`config.mk`:
```
export PLATFORM = sky130hd
export DESIGN_NAME = bridge_claim_decoder
export DESIGN_NICKNAME = d
export VERILOG_FILES = /design/src/rtl/bdc_pkg.sv /design/src/rtl/bdc_ctl_reg.sv /design/src/rtl/bdc_vga_match.sv /design/src/rtl/bdc_io_window.sv /design/src/rtl/bridge_claim_decoder.sv
export SDC_FILE = /design/constraint.sdc
export NUM_CORES = 1
export LEC_CHECK = 0
export BUFFER_PORTS_ARGS = -buffer_cell sky130_fd_sc_hd__clkbuf_2
export CORE_UTILIZATION = 45
export DETAILED_ROUTE_END_ITERATION = 8
export HOLD_SLACK_MARGIN = 0.02
export MAX_ROUTING_LAYER = met4
export PLACE_DENSITY = 0.82
export SETUP_SLACK_MARGIN = 0.2
export SLEW_MARGIN = 5
export SYNTH_ARGS = -nofsm -noshare
export SYNTH_HDL_FRONTEND = slang
export SYNTH_HIERARCHICAL = 1
export SYNTH_SLANG_ARGS = --single-unit
```
`constraint.sdc`:
```
create_clock -name clk -period 1.39 [get_ports clk]
set_input_delay 0.139 -clock clk [delete_from_list [all_inputs] [get_ports clk]]
set_output_delay 0.139 -clock clk [all_outputs]
set_load 0.02 [all_outputs]
```
`src/rtl/bdc_pkg.sv`:
```
package bdc_pkg;

   typedef enum logic [1:0] {
      CLAIM_NONE      = 2'd0,
      CLAIM_WINDOW    = 2'd1,
      CLAIM_VGA       = 2'd2,
      CLAIM_ISA_BLOCK = 2'd3
   } claim_reason_e;

   // Packed so that the write port's bit layout falls out directly.
   typedef struct packed {
      logic vga16;    // bit 2
      logic vga_en;   // bit 1
      logic isa_en;   // bit 0
   } ctl_bits_t;

   localparam int CTL_W = $bits(ctl_bits_t);

endpackage

```
`src/rtl/bdc_ctl_reg.sv`:
```
module bdc_ctl_reg
   import bdc_pkg::*;
(
   input  logic             clk,
   input  logic             rst_n,
   input  logic             wr_en,
   input  logic [CTL_W-1:0] wr_data,
   output ctl_bits_t        ctl_q
);

   always_ff @(posedge clk or negedge rst_n) begin
      if (!rst_n)
         ctl_q <= ctl_bits_t'('0);
      else if (wr_en)
         ctl_q <= ctl_bits_t'(wr_data);
   end

endmodule

```
`src/rtl/bdc_vga_match.sv`:
```
module bdc_vga_match #(
   parameter int ADDR_W = 32
) (
   input  logic [ADDR_W-1:0] addr,
   input  logic              strict16,
   output logic              mem_hit,
   output logic              io_hit
);

   localparam int NUM_IO_RANGES = 2;
   localparam int ALIAS_BITS    = 10;
   localparam int APER_LSB      = 17;
   localparam int APER_MSB      = 19;

   localparam logic [NUM_IO_RANGES-1:0][ALIAS_BITS-1:0] RANGE_LO = {10'h3C0, 10'h3B0};
   localparam logic [NUM_IO_RANGES-1:0][ALIAS_BITS-1:0] RANGE_HI = {10'h3DF, 10'h3BB};

   logic [NUM_IO_RANGES-1:0] range_hit;
   logic                     above_alias_zero;
   logic                     above_aper_zero;

   for (genvar g = 0; g < NUM_IO_RANGES; g++) begin : g_io_range
      assign range_hit[g] = (addr[ALIAS_BITS-1:0] >= RANGE_LO[g]) &&
                            (addr[ALIAS_BITS-1:0] <= RANGE_HI[g]);
   end

   assign above_alias_zero = ~|addr[ADDR_W-1:ALIAS_BITS];

   if (ADDR_W > APER_MSB + 1) begin : g_wide_mem
      assign above_aper_zero = ~|addr[ADDR_W-1:APER_MSB+1];
   end else begin : g_narrow_mem
      assign above_aper_zero = 1'b1;
   end

   // The display aperture 0xA0000..0xBFFFF is exactly bits 19:17 == 3'b101.
   assign mem_hit = above_aper_zero && (addr[APER_MSB:APER_LSB] == 3'b101);
   assign io_hit  = (|range_hit) && (!strict16 || above_alias_zero);

endmodule

```
`src/rtl/bdc_io_window.sv`:
```
module bdc_io_window #(
   parameter int ADDR_W        = 32,
   parameter int GRAN_BITS     = 12,
   parameter int ISA_SPAN_BITS = 16,
   localparam int IDX_W        = ADDR_W - GRAN_BITS
) (
   input  logic [ADDR_W-1:0] addr,
   input  logic [IDX_W-1:0]  base,
   input  logic [IDX_W-1:0]  limit,
   output logic              in_win,
   output logic              isa_zone
);

   localparam int BLK_BITS = 10;

   logic [IDX_W-1:0] page;
   logic             below_span;

   assign page   = addr[ADDR_W-1:GRAN_BITS];
   assign in_win = (page >= base) && (page <= limit);

   if (ADDR_W > ISA_SPAN_BITS) begin : g_span_check
      assign below_span = ~|addr[ADDR_W-1:ISA_SPAN_BITS];
   end else begin : g_span_all
      assign below_span = 1'b1;
   end

   // Offsets 0x100..0x3FF inside each 1 KB block have bits 9:8 non-zero.
   assign isa_zone = below_span && (|addr[BLK_BITS-1:BLK_BITS-2]);

   wire unused_addr_bits = ^{addr[GRAN_BITS-1:BLK_BITS], addr[BLK_BITS-3:0]};

endmodule

```
`src/rtl/bridge_claim_decoder.sv`:
```
module bridge_claim_decoder
   import bdc_pkg::*;
#(
   parameter int  ADDR_W        = 32,
   parameter int  GRAN_BITS     = 12,
   parameter int  ISA_SPAN_BITS = 16,
   localparam int IDX_W         = ADDR_W - GRAN_BITS
) (
   input  logic              clk,
   input  logic              rst_n,
   input  logic              ctl_wr_en,
   input  logic [2:0]        ctl_wr_data,
   input  logic              req_valid,
   input  logic              req_is_io,
   input  logic [ADDR_W-1:0] req_addr,
   input  logic [IDX_W-1:0]  io_base,
   input  logic [IDX_W-1:0]  io_limit,
   output logic              rsp_valid,
   output logic              rsp_claim,
   output logic [1:0]        rsp_reason
);

   if (ADDR_W < 20) begin : g_bad_addr_w
      $error("bridge_claim_decoder: ADDR_W must cover the display aperture (>= 20)");
   end
   if (GRAN_BITS <= 10 || GRAN_BITS >= ADDR_W) begin : g_bad_gran
      $error("bridge_claim_decoder: GRAN_BITS must lie above the 1 KB block and below ADDR_W");
   end
   if (ISA_SPAN_BITS <= 10) begin : g_bad_span
      $error("bridge_claim_decoder: ISA_SPAN_BITS must exceed the 1 KB block");
   end
   if (CTL_W != 3) begin : g_bad_ctl
      $error("bridge_claim_decoder: control word width mismatch");
   end

   ctl_bits_t     ctl_q;
   logic          vga_mem_hit;
   logic          vga_io_hit;
   logic          in_win;
   logic          isa_zone;
   logic          vga_claim;
   claim_reason_e reason_nxt;
   logic          claim_nxt;

   bdc_ctl_reg u_ctl (
      .clk     (clk),
      .rst_n   (rst_n),
      .wr_en   (ctl_wr_en),
      .wr_data (ctl_wr_data),
      .ctl_q   (ctl_q)
   );

   bdc_vga_match #(.ADDR_W(ADDR_W)) u_vga (
      .addr     (req_addr),
      .strict16 (ctl_q.vga16),
      .mem_hit  (vga_mem_hit),
      .io_hit   (vga_io_hit)
   );

   bdc_io_window #(
      .ADDR_W        (ADDR_W),
      .GRAN_BITS     (GRAN_BITS),
      .ISA_SPAN_BITS (ISA_SPAN_BITS)
   ) u_win (
      .addr     (req_addr),
      .base     (io_base),
      .limit    (io_limit),
      .in_win   (in_win),
      .isa_zone (isa_zone)
   );

   // Priority: display match, then window (with optional ISA carve-out).
   always_comb begin
      vga_claim = ctl_q.vga_en && (req_is_io ? vga_io_hit : vga_mem_hit);
      if (vga_claim)
         reason_nxt = CLAIM_VGA;
      else if (req_is_io && in_win)
         reason_nxt = (ctl_q.isa_en && isa_zone) ? CLAIM_ISA_BLOCK : CLAIM_WINDOW;
      else
         reason_nxt = CLAIM_NONE;
      claim_nxt = (reason_nxt == CLAIM_WINDOW) || (reason_nxt == CLAIM_VGA);
   end

   always_ff @(posedge clk or negedge rst_n) begin
      if (!rst_n) begin
         rsp_valid  <= 1'b0;
         rsp_claim  <= 1'b0;
         rsp_reason <= CLAIM_NONE;
      end else begin
         rsp_valid <= req_valid;
         if (req_valid) begin
            rsp_claim  <= claim_nxt;
            rsp_reason <= reason_nxt;
         end
      end
   end

endmodule

```
=== Yosys cells after proc, flatten, opt, wreduce, memory -nomap -nowiden ===
Cells that the tools add are included.
W data, S select, Z words.

* Register bits after elaboration: 7
* Input port bits: 80

* Eq/ne operators: 3
* Reductions and logical operators: 20
* $lt $le $gt $ge: 6
* Multiplexer cells: 4

{| class="wikitable"
|+ Operators with widths
! cell !! count
|-
| $reduce_or A22 Y1 || 1
|-
| $ge A10 B10 Y1 const B || 2
|-
| $ge A20 B20 Y1 || 1
|-
| $le A10 B10 Y1 const B || 2
|-
| $le A20 B20 Y1 || 1
|-
| $reduce_or A16 Y1 || 1
|-
| $reduce_or A12 Y1 || 1
|-
| $logic_and A1 B1 Y1 || 9
|-
| $mux W2 || 3
|-
| $logic_not A1 Y1 || 4
|-
| $reduce_or A2 Y1 || 2
|-
| $eq A3 B3 Y1 const B || 1
|-
| $eq A2 B1 Y1 const B || 1
|-
| $eq A2 B2 Y1 const B || 1
|-
| $logic_or A1 B1 Y1 || 2
|-
| $mux W1 || 1
|}

=== Longest topological paths before layout ===
* Word-level depth: 9
* Gate-level depth with buffers: 9
* Gate-level depth less buffers: 9

=== Modules after synthesis ===
Netlist, hierarchy kept.

{| class="wikitable"
|+ By module, submodules not included
! module !! area each (um^2) !! times used !! cells each
|-
| bdc_io_window || 1033.5 || 1 || 146
|-
| bridge_claim_decoder || 170.2 || 1 || 17
|-
| bdc_vga_match || 127.6 || 1 || 16
|-
| bdc_ctl_reg || 108.9 || 1 || 6
|}

=== Worst setup path after synthesis ===
Ideal clock, no wire load.

* Kind: input to register
* Start: in io_base[10]
* End: reg rsp_claim
* Path buffers: 0
* Arrival: 1719 ps
* Slack: -411 ps
* Cell stages on the path: 9
* Setup time: 82 ps
* Cells stage by stage: inv_1 -> ha_1 -> nand4_1 -> or4_1 -> o22ai_1 -> o31ai_1 -> a32oi_1 -> nand4_1 -> a31oi_1

* Longest elaborated chain between the ends: 7
* Elaborated cells between the ends (all ways): 8
* Classes of those cells: order compare (1); eq/ne (2); mux (2); reduce/logical (3)

{| class="wikitable"
|+ RTL lines
! item !! RTL line !! source
|-
| start, declared || bridge_claim_decoder.sv:16 || <nowiki>input logic [IDX_W-1:0] io_base,</nowiki>
|-
| $ge A20 B20 Y1 (*) || bdc_io_window.sv:20 || <nowiki>assign in_win = (page >= base) && (page <= limit);</nowiki>
|-
| $logic_and A1 B1 Y1 (*) || bdc_io_window.sv:20 ||
|-
| net in_win || bridge_claim_decoder.sv:39 || <nowiki>logic in_win;</nowiki>
|-
| $logic_and A1 B1 Y1 (*) || bridge_claim_decoder.sv:77 || <nowiki>else if (req_is_io && in_win)</nowiki>
|-
| $mux W2 (*) || bridge_claim_decoder.sv:77 ||
|-
| $mux W2 (*) || bridge_claim_decoder.sv:75 || <nowiki>if (vga_claim)</nowiki>
|-
| $eq A2 B1 Y1 / $eq A2 B2 Y1 (equally long branches) || bridge_claim_decoder.sv:81 || <nowiki>claim_nxt = (reason_nxt == CLAIM_WINDOW) || (reason_nxt == CLAIM_VGA);</nowiki>
|-
| $logic_or A1 B1 Y1 (*) || bridge_claim_decoder.sv:81 ||
|-
| end signal, assigned || bridge_claim_decoder.sv:92 || <nowiki>rsp_claim <= claim_nxt;</nowiki>
|-
| end, declared || bridge_claim_decoder.sv:19 || <nowiki>output logic rsp_claim,</nowiki>
|}

Mark *: on every way through the listed nets, which the timed path passes. The rest lies on a longest branch.
A chain may end at the register's enable or synchronous reset.

=== Worst setup path after layout ===
* Start: in io_base[11]
* End: reg rsp_claim

The elaborated chain is that of the path after synthesis.

==> results_dict.tcl <==
set metrics [dict create \
    rsz0062_at_grt "yes" \
    yosys.cell_types.count 29 \
    grt_pass1_wl_mm 7.36 \
    postLayoutSetupSlackWorst_ns -0.480 \
    fin_nets 424 \
    final_common_cell "clkbuf_2" \
    finalHoldViolCount 0 \
    synth_compound_area_share_pct 14.8 \
    ys_dominant_reg_cell "dfrtp_1" \
    syn_area_per_cell_um2 7.78 \
    min_period_over_period_pct 135 \
    cts_tree "done" \
    cts_root_buf "clkbuf_4" \
    cts.sinks 7 \
    cp_slowest_cell "or4_4" \
    insertion_delay_ns 0.25 \
    hp-class "primary input to register" \
    timing.fmax_ghz 0.535 \
    coreArea_um2 3050 \
    cp_cell_sequence "buf_6 > inv_4 > ha_4 > nand4_1 > or4_4 > o22ai_4 > o31ai_4 > a32oi_2 > nand4_1 > a31oi_1" \
    setup_viol 3 \
    initial_core_util_pct 47.2 \
    synthAdderAreaFrac_pct 34.8 \
    overflow 0 \
    slew_viol_final 0 \
    synth-simple-area-share_pct 24.2 \
    die_w_um 58.6 \
    violations "negative setup slack" \
    crit_path_end_kind "register" \
    netlist_area_um2 1440 \
    vdd.ir_drop.worst_mv 0.328 \
    drive_above_1_share_pct 47.2 \
    cp-start-kind "primary input" \
    instances_no_fill 347 \
    synth_edf_count 0 \
    async_reset_ff_share_pct 100 \
    slowest_delay_ns 0.57 \
    grt_usage_pct 27.9 \
    power_leakage_nw 1.37 \
    relSlewSlack_pct 78.7 \
    arrival_ns 2.04 \
    area_growth_pct 71.9 \
    tightestPinTransition_ns 0.316 \
    synth_seq_area_share_pct 12.2 \
    finalSetupTns_ns -1.29 \
    grt_pass1_vias 1875 \
    maxCapViolations 0 \
    ys_ff_latch 7 \
    fin_skew_ns 0.00427 \
    final_cell_mix "68 x clkbuf_2, 34 x inv_1, 32 x buf_4, 32 x ha_1" \
    num_vias 1859 \
    hold_slack_ns 0.0789 \
    timing_worst_setup_path_type "primary input to register" \
    fp.dieArea_um2 3430 \
    synth_top_family_by_area "adder cells" \
    drc_errors 0 \
    n_antenna_cell 0 \
    viasPerCell 5.36 \
    antenna_found_initial 0 \
    rows 20 \
    dr.pass1.iters 4 \
    antenna_left 0 \
    syn-instance-count 185 \
    powerDensity_nw_per_um2 436 \
    period_minus_slack_ns 1.87 \
    routedWlPerCell_um 14.8 \
    clk_pin_slew_ns 0.05 \
    top_level_ports 84 \
    worst-path-max-fanout 3 \
    post_synth_xor_area_fraction_pct 0 \
    grt_max_degree 8 \
    syn-num-nets 305 \
    die_h_um 58.6 \
    synth.mux.area_fraction_pct 3.13 \
    crit_family "simple AND/OR/NAND/NOR gates" \
    cts_made_buffers 3 \
    post-dp-hpwl_mm 3.71 \
    worst-endpoint-required_ns 1.56 \
    r2r_setup_slack_ns 0.19 \
    dpl.cell_count 340 \
    gp_congestion 0.810 \
    cts.htree.levels 1 \
    drt_iter0_drc 79 \
    cts_buffer_depth 2 \
    port_buffers 81 \
    status "complete, but fails checks" \
    wl_mm 5.12 \
    synth_warnings 6 \
    path_common_cell "nand4_1" \
    crit_buf_inv 2 \
]
[report_power, final]
part / internal (W) / total (W) / switching, W / leakage (nW)
Sequential: 0.000222 / 0.000234 / 0.0000116 / 0.0849
Combinational: 0.000351 / 0.000659 / 0.000308 / 1.27
Clock: 0.000110 / 0.000187 / 0.0000771 / 0.0150
[per-layer routing]
layer | wire length [um] | GRT usage, %
met3 | 280 | 3.52
met1 | 2030 | 30.5
met2 | 2640 | 51.2
met4 | 176 | 10.9
met5 | 0 | -
[worst reg2reg max path: cells and delay by family, from the launching register on]
kind | cells | cell delay (ns)
compound gates | 2 | 0.48
flops | 1 | 0.39
mux | 1 | 0.18
simple gates | 1 | 0.08
[cells in the mapped netlist, types with 2 or more instances]
master / count / area share [%]
mux2_2: 3 / 2.3
and4_1: 5 / 3.0
nand4_1: 8 / 3.5
nand2_1: 13 / 3.4
nor4_1: 5 / 2.2
nand3_1: 5 / 1.7
inv_1: 42 / 11
nor3_1: 3 / 1.0
nor2_1: 11 / 2.9
a21o_1: 5 / 2.6
a31oi_1: 2 / 0.87
nand2b_1: 3 / 1.3
dfrtp_1: 7 / 12
o21ai_0: 5 / 1.7
a21oi_1: 13 / 4.5
ha_1: 40 / 35
o2111ai_1: 2 / 1.2
or4_1: 2 / 1.0
[logic make-up (layout without fill, tap and decap cells)]
family	Yosys count	after routing
flip-flops	7	7
adder cells (fa/ha/maj)	40	40
buffers and inverters	42	160
AO/OA/AOI/OAI	33	33
multiplexers	4	4
AND/OR/NAND/NOR	59	59
[what timing repair did]
item,4_1_cts,5_1_grt
buffers inserted,0,2
hold endpoints to repair,7,0
gates resized for setup,13,22
pin swaps,10,6
setup endpoints to repair,3,3
hold buffers,1,0
[worst paths after layout]
check                                            from                    endpoint  cells after the start
max                                       io_base[11]       rsp_claim$_DFFE_PN0P_                     10
max in group asynchronous                       rst_n  u_ctl/ctl_q[1]$_DFFE_PN0P_                      2
min                                         req_valid         rsp_valid$_DFF_PN0_                      1
max reg2reg                u_ctl/ctl_q[2]$_DFFE_PN0P_       rsp_claim$_DFFE_PN0P_                      4
min reg2reg                 rsp_reason[0]$_DFFE_PN0P_   rsp_reason[0]$_DFFE_PN0P_                      2
min in group asynchronous                       rst_n         rsp_valid$_DFF_PN0_                      2
[cell type report]
class                           instances  area, um2
Clock buffer                            4       26.3
Fill cell                             196        578
Inverter                               42        183
Sequential cell                         7        175
Tap cell                               44       55.1
Timing Repair Buffer                  114        771
Multi-Input combinational cell        136       1260
[flip-flops by register name, summed over array words and instances (netlist names)]
signal       flops
rsp_reason       2
rsp_claim        1
rsp_valid        1
u_ctl/ctl_q      3
[per-stage QoR]
| step | worst slack, ns | area [um2] | total power, W | util [%] |
|---|---|---|---|---|
| 2_1_floorplan | -0.339 | 1540 | 0.000488 | - |
| 3_3_place_gp | -0.624 | 2230 | 0.000768 | 73.0 |
| 3_5_place_dp | -0.706 | 2230 | 0.000790 | 73.0 |
| 4_1_cts | -0.386 | 2370 | 0.00101 | 77.7 |
| 5_1_grt | -0.582 | 2470 | 0.00116 | 81.1 |
| 6_report | -0.480 | 2470 | 0.00108 | 81.1 |
Power figures use the tool's default switching activity.
